$ cat src/rtl/arf_pkg.sv
package arf_pkg;

  typedef enum logic [1:0] {
    SRC_KEEP = 2'd0,
    SRC_FP   = 2'd1,
    SRC_SIMD = 2'd2
  } wsrc_e;

  // Floating-point writer has priority over the SIMD writer.
  function automatic wsrc_e pick_src(input logic fp_hit, input logic sm_hit);
    if (fp_hit)      return SRC_FP;
    else if (sm_hit) return SRC_SIMD;
    else             return SRC_KEEP;
  endfunction

endpackage

$ cat src/rtl/arf_slot.sv
module arf_slot
  import arf_pkg::*;
#(
  parameter int FP_W   = 80,
  parameter int SIMD_W = 64
) (
  input  logic              clk,
  input  logic              rst_n,
  input  logic              fp_hit,
  input  logic              sm_hit,
  input  logic [FP_W-1:0]   fp_wdata,
  input  logic [SIMD_W-1:0] sm_wdata,
  output logic [FP_W-1:0]   q,
  output logic [FP_W-1:0]   nxt
);
  localparam int FILL_W = FP_W - SIMD_W;

  wsrc_e src;
  assign src = pick_src(fp_hit, sm_hit);

  always_comb begin
    case (src)
      SRC_FP:   nxt = fp_wdata;
      SRC_SIMD: nxt = {{FILL_W{1'b1}}, sm_wdata};
      default:  nxt = q;
    endcase
  end

  always_ff @(posedge clk) begin
    if (!rst_n) q <= '0;
    else        q <= nxt;
  end

  AST_SLOT_FP_TAKES: assert property (@(posedge clk) disable iff (!rst_n)
    fp_hit |=> q == $past(fp_wdata));
  AST_SLOT_SIMD_FILL: assert property (@(posedge clk) disable iff (!rst_n)
    (sm_hit && !fp_hit) |=> q == {{FILL_W{1'b1}}, $past(sm_wdata)});
  AST_SLOT_IDLE: assert property (@(posedge clk) disable iff (!rst_n)
    (!sm_hit && !fp_hit) |=> $stable(q));

endmodule

$ cat src/rtl/arf_read_port.sv
module arf_read_port #(
  parameter int NREG   = 8,
  parameter int W      = 80,
  parameter int ADDR_W = $clog2(NREG)
) (
  input  logic [NREG-1:0][W-1:0] src,
  input  logic [ADDR_W-1:0]      addr,
  output logic [W-1:0]           data
);
  always_comb begin
    data = '0;
    for (int i = 0; i < NREG; i++) begin
      if (addr == ADDR_W'(i)) data = src[i];
    end
  end
endmodule

$ cat src/rtl/alias_regfile.sv
module alias_regfile #(
  parameter int NREG   = 8,
  parameter int FP_W   = 80,
  parameter int SIMD_W = 64
) (
  input  logic                     clk,
  input  logic                     rst_n,
  input  logic                     fp_we,
  input  logic [$clog2(NREG)-1:0]  fp_waddr,
  input  logic [FP_W-1:0]          fp_wdata,
  input  logic [$clog2(NREG)-1:0]  fp_raddr,
  output logic [FP_W-1:0]          fp_rdata,
  input  logic                     sm_we,
  input  logic [$clog2(NREG)-1:0]  sm_waddr,
  input  logic [SIMD_W-1:0]        sm_wdata,
  input  logic [$clog2(NREG)-1:0]  sm_raddr,
  output logic [SIMD_W-1:0]        sm_rdata
);
  localparam int ADDR_W = $clog2(NREG);
  localparam int FILL_W = FP_W - SIMD_W;

  logic [NREG-1:0]              fp_hit;
  logic [NREG-1:0]              sm_hit;
  logic [NREG-1:0][FP_W-1:0]    cur_q;
  logic [NREG-1:0][FP_W-1:0]    nxt_v;
  logic [NREG-1:0][SIMD_W-1:0]  nxt_lo;
  logic                         wr_clash;

  assign wr_clash = fp_we && sm_we && (fp_waddr == sm_waddr);

  for (genvar g = 0; g < NREG; g++) begin : g_slot
    assign fp_hit[g] = fp_we && (fp_waddr == ADDR_W'(g));
    assign sm_hit[g] = sm_we && (sm_waddr == ADDR_W'(g));
    assign nxt_lo[g] = nxt_v[g][SIMD_W-1:0];

    arf_slot #(.FP_W(FP_W), .SIMD_W(SIMD_W)) u_slot (
      .clk      (clk),
      .rst_n    (rst_n),
      .fp_hit   (fp_hit[g]),
      .sm_hit   (sm_hit[g]),
      .fp_wdata (fp_wdata),
      .sm_wdata (sm_wdata),
      .q        (cur_q[g]),
      .nxt      (nxt_v[g])
    );
  end

  arf_read_port #(.NREG(NREG), .W(FP_W), .ADDR_W(ADDR_W)) u_fp_rd (
    .src  (nxt_v),
    .addr (fp_raddr),
    .data (fp_rdata)
  );

  arf_read_port #(.NREG(NREG), .W(SIMD_W), .ADDR_W(ADDR_W)) u_sm_rd (
    .src  (nxt_lo),
    .addr (sm_raddr),
    .data (sm_rdata)
  );

  AST_RESET_CLEAR: assert property (@(posedge clk) disable iff (!rst_n)
    $rose(rst_n) |-> cur_q == '0);
  AST_FP_STORE: assert property (@(posedge clk) disable iff (!rst_n)
    fp_we |=> cur_q[$past(fp_waddr)] == $past(fp_wdata));
  AST_SIMD_FILL: assert property (@(posedge clk) disable iff (!rst_n)
    (sm_we && !wr_clash) |=> cur_q[$past(sm_waddr)][FP_W-1:SIMD_W] == {FILL_W{1'b1}});
  AST_VIEW_ALIAS: assert property (@(posedge clk) disable iff (!rst_n)
    (fp_raddr == sm_raddr) |-> sm_rdata == fp_rdata[SIMD_W-1:0]);
  AST_CLASH_FP_WINS: assert property (@(posedge clk) disable iff (!rst_n)
    wr_clash |=> cur_q[$past(sm_waddr)] == $past(fp_wdata));
  AST_BYPASS_FP: assert property (@(posedge clk) disable iff (!rst_n)
    (fp_we && fp_raddr == fp_waddr) |-> fp_rdata == fp_wdata);
  AST_BYPASS_SIMD: assert property (@(posedge clk) disable iff (!rst_n)
    (sm_we && !wr_clash && sm_raddr == sm_waddr) |-> sm_rdata == sm_wdata);
  AST_NO_WRITE_HOLD: assert property (@(posedge clk) disable iff (!rst_n)
    (!fp_we && !sm_we) |=> $stable(cur_q));
  AST_HIT_ONEHOT: assert property (@(posedge clk) disable iff (!rst_n)
    $onehot0(fp_hit) && $onehot0(sm_hit));

endmodule

$ cat config.mk
export PLATFORM = sky130hd
export DESIGN_NAME = alias_regfile
export DESIGN_NICKNAME = d
export VERILOG_FILES = /design/src/rtl/arf_pkg.sv /design/src/rtl/arf_slot.sv /design/src/rtl/arf_read_port.sv /design/src/rtl/alias_regfile.sv
export SDC_FILE = /design/constraint.sdc
export NUM_CORES = 2
export LEC_CHECK = 0
export BUFFER_PORTS_ARGS = -buffer_cell sky130_fd_sc_hd__buf_2
export CAP_MARGIN = 20
export CORE_MARGIN = 1.5
export CORE_UTILIZATION = 32
export DETAILED_ROUTE_END_ITERATION = 7
export HOLD_SLACK_MARGIN = 0.08
export PLACE_DENSITY = 0.5
export SLEW_MARGIN = 20
export SYNTH_ARGS = -nofsm -noshare
export SYNTH_HDL_FRONTEND = slang
export SYNTH_SLANG_ARGS = --single-unit
$ cat constraint.sdc
create_clock -name clk -period 3.1 [get_ports clk]
set_clock_uncertainty 0.1 [all_clocks]
set_input_delay 0.155 -clock clk [delete_from_list [all_inputs] [get_ports clk]]
set_output_delay 0.155 -clock clk [all_outputs]
set_load 0.01 [all_outputs]
==> impl_table.tex <==
\begin{tabular}{lr}
\hline
Metric & Value \\
\hline
\multicolumn{2}{l}{\textbf{Status}} \\
\quad Outcome & finished, final reports clean \\
\multicolumn{2}{l}{\textbf{Cells and area}} \\
\quad Largest registers ranked by flip-flop count & g\_slot.u\_slot.q: 640 flops \\
\quad Fin util & 39.0\% \\
\quad Count of filler cells inserted in the layout & 13,100 \\
\quad Post-layout instance count excluding filler cells & 7,129 \\
\quad Most used cells in the layout excluding fill and tap cells & o21ai\_0 (838), a21oi\_1 (768), dfxtp\_1 (640) \\
\quad Area added between synthesis and finish & 20.7\% \\
\quad Most common library cell in the layout ignoring fill and taps & o21ai\_0 \\
\quad Number of flip-flops in the largest register & 640 \\
\quad Largest register by flop count & g\_slot.u\_slot.q \\
\quad Fraction of final layout cells with drive strength greater than 1 & between 10\% and 20\% \\
\quad Number of nets in the layout & about 5,600 \\
\multicolumn{2}{l}{\textbf{Worst setup path}} \\
\quad Critical setup path kind & in -> out \\
\quad Largest fanout of any net on the critical path & 20 \\
\quad Crit Reg-Reg Endpoint & g\_slot[5].u\_slot.q[3]\$\_SDFF\_PN0\_ \\
\quad Nature of the critical path startpoint & input pin \\
\quad Flop2flop setup slack & approximately 1500 ps \\
\quad Crit path required time & 2840 ps \\
\quad WP data arrival & 2750 ps \\
\quad Launch instance of the worst register-to-register path & g\_slot[5].u\_slot.q[3]\$\_SDFF\_PN0\_ \\
\quad Worst Reg-to-Reg Cells & 3 \\
\quad CP Capture Type & output pin \\
\multicolumn{2}{l}{\textbf{Timing}} \\
\quad Measured slew at the worst slew-check pin & between 1000 and 1500 ps \\
\quad Achievable Freq & $\sim$330 MHz \\
\quad Worst path setup slack after routing & between 90 and 100 ps \\
\quad Final Hold Fails & 0 \\
\quad Final-report max-slew violation count & 0 \\
\quad Unrepaired setup endpoints after global routing & no \\
\quad Final sum of negative setup slack & 0 ps \\
\quad Worst hold margin & roughly 120 ps \\
\quad Period Utilization, post-route & a little under 100\% \\
\quad Max-Slew Margin vs Limit & a little under a quarter \\
\quad Minimum period implied by the final worst setup slack & between 3000 and 4000 ps \\
\quad Number of failing setup endpoints in the final timing report & 0 \\
\multicolumn{2}{l}{\textbf{Pwr}} \\
\quad Leakage component of the power & 0.0202 uW \\
\quad Maximum resistive drop on vdd & between 300 and 400 uV \\
\quad Cell area power density & $\sim$490 nW/um2 \\
\multicolumn{2}{l}{\textbf{Logic synthesis}} \\
\quad Xor/xnor cell area share of the yosys netlist & less than 1\% \\
\quad Post-synth EDFFs & 0 \\
\quad Area fraction in compound gates after synthesis & approximately two fifths \\
\quad Adder and majority cell fraction of the synthesized area & 0\% \\
\quad Syn\_nets & 5,519 \\
\quad Avg Cell Area, Syn & 7.70 um2 \\
\quad Share of synthesized area spent on multiplexers & around an eighth \\
\quad Synthesis warning total & 0 \\
\quad Top FF cell, synth & dfxtp\_1 \\
\quad Post-synthesis share of cell area spent on and, or, nand and nor gates & around 8.5\% \\
\quad Register bit total from synthesis & 640 \\
\quad Proportion of register bits with asynchronous set or reset after synthesis & 0\% \\
\quad Proportion of synthesized chip area in sequential cells & a little under a third \\
\quad Number of library cell types mapped by synthesis & 44 \\
\quad Count of mapped cells out of synthesis & approximately 5,400 \\
\quad Dominant combinational cell family by area after synthesis & compound AO/OA/AOI/OAI gates \\
\quad Post-synth design cell area & just over 40,000 um2 \\
\multicolumn{2}{l}{\textbf{Place}} \\
\quad Inst Count DP & slightly below 7,000 \\
\quad Global placer's final weighted congestion & approximately 0.84 \\
\quad Worst setup slack after placement & roughly 140 ps \\
\quad DP HPWL & approximately 120,000 um \\
\quad Count of input and output buffers & 303 \\
\multicolumn{2}{l}{\textbf{Floorplan}} \\
\quad Die area & about 130,000 um2 \\
\quad Width of the die & between 300 and 400 um \\
\quad Placeable core area & 128,000 um2 \\
\quad Effective utilization at floorplan & 32.3\% \\
\quad Boundary Pins & $\sim$300 \\
\quad Site row count & roughly 130 \\
\quad Floorplan die height & about 360 um \\
\multicolumn{2}{l}{\textbf{Routing}} \\
\quad Routed WL per cell & 27.0 um \\
\quad \# DRC & 0 \\
\quad Detail-routed via count per cell & between 6 and 7 \\
\quad Routed wire length & 193,000 um \\
\quad Number of iterations in the first detailed-routing pass & 6 \\
\quad Initial drt markers & roughly 5,500 \\
\quad Detail Route Antenna Nets & 0 \\
\quad Number of vias after detailed routing & approximately 44,000 \\
\multicolumn{2}{l}{\textbf{CTS}} \\
\quad TritonCTS buffer count & 82 \\
\quad Clock-pin slew on the worst setup and hold paths & 60 ps \\
\quad Number of H-tree levels & 3 \\
\quad Root Buffer & clkbuf\_16 \\
\quad Buffer count from post-CTS setup fixing & 0 \\
\quad Clock tree from TritonCTS & yes \\
\quad Number of buffers on the longest clock path & 3 \\
\quad Sink Count & 640 \\
\quad Insertion delay of the later-clocked pin in the worst-skew pair & roughly 670 ps \\
\quad Gates resized, CTS repair & 0 \\
\multicolumn{2}{l}{\textbf{GRT}} \\
\quad Antenna violations before repair & 24 \\
\quad Global Route Usage Sum & 28.1\% \\
\quad Aggregate global routing overflow & 0 \\
\quad Global-route wire length before repair & 282,000 um \\
\quad Vias in the first global route & between 40,000 and 50,000 \\
\quad Pin count of the biggest net entering global routing & 106 \\
\multicolumn{2}{l}{\textbf{Worst hold path}} \\
\quad Hold/Removal Path Class & in -> reg \\
\quad Hold Path Cell Cnt & 4 \\
\quad Startpoint of the most critical hold path & fp\_waddr[0] \\
\quad Worst hold path endpoint & g\_slot[1].u\_slot.q[78]\$\_SDFF\_PN0\_ \\
\multicolumn{2}{l}{\textbf{Job}} \\
\quad Max-cap check violation count & 0 \\
\hline
\end{tabular}
## worst max-delay path, stage by stage
cell,delay (ps)
buf_2,140
or4b_4,660
buf_4,360
mux2i_1,210
buf_4,170
nand2_1,50
o311ai_0,130
a31oi_1,610
buf_2,250
## per-layer routing
metal	up-vias	wire length (um)	share of wire (%)	global-route usage, %
met1	21300	83100	43	38.6
met5	-	141	0.073	0
met3	439	17700	9.2	5.35
li1	20400	-	-	-
met4	22	6730	3.5	9.61
met2	2318	84900	44	43.6
## where the power goes
group	internal [uW]	leakage (uW)	switching [uW]
combinational	1820	0.0136	3260
sequential	8650	0.00522	115
clock	6220	0.00142	4170
total	16700	0.0202	7540
## through the flow
step	total power, uW	area (um2)
final	24200	49800
after global routing	25100	49800
after CTS	24300	49800
after detailed placement	13700	44800
after global placement	13700	44800
after floorplan	11800	41300
## area by class of cell
type                    instances  area (um2)  area share (%)
well taps                    1662        2080            4.18
multi-input cells            3839       25200            50.7
inverters                      66         250           0.503
clock buffers                 114        2380            4.79
clock inverters                35         480           0.965
diodes                          5        12.5          0.0251
flip-flops and latches        640       12800            25.7
repair buffers                768        6540            13.1
## cells by family after synthesis
family | after synthesis
AOI/OAI and AO/OA | 2619
xor gates and xnor gates | 1
buffers and inverters | 880
DFF | 640
muxes | 516
and+or+nand+nor | 703
## timing repair
action | in CTS | in global routing
hold endpoints to repair | 636 | 0
hold buffers | 209 | 0
endpoints found under the setup margin | 0 | 0
## worst max path at each step
stage                      startpoint           end  slack, ps  depth (start not counted)
after detailed placement  sm_waddr[0]  fp_rdata[68]        140                          8
after CTS                 sm_waddr[0]  fp_rdata[68]        140                          8
final                     sm_waddr[0]  fp_rdata[24]         90                          9
after floorplan           fp_waddr[0]  fp_rdata[68]        900                          7
after global placement    sm_waddr[0]  fp_rdata[68]        150                          8
after global routing      sm_waddr[0]  fp_rdata[22]        100                          8
## cells in the mapped netlist, types with 67 or more instances
master | count | area, um2
nor3_1 | 75 | 375
a21oi_1 | 768 | 3840
and2_1 | 209 | 1310
buf_1 | 84 | 315
a211oi_1 | 67 | 503
o221ai_1 | 141 | 1230
a221oi_1 | 193 | 1690
a31oi_1 | 140 | 876
o221a_2 | 86 | 968
dfxtp_1 | 640 | 12800
o22ai_1 | 96 | 601
o21ai_0 | 838 | 4190
mux2i_1 | 513 | 5130
nor2_1 | 137 | 514
nand2_1 | 202 | 758
clkbuf_1 | 656 | 2460
Note: power is estimated with default switching activity, not from simulation.
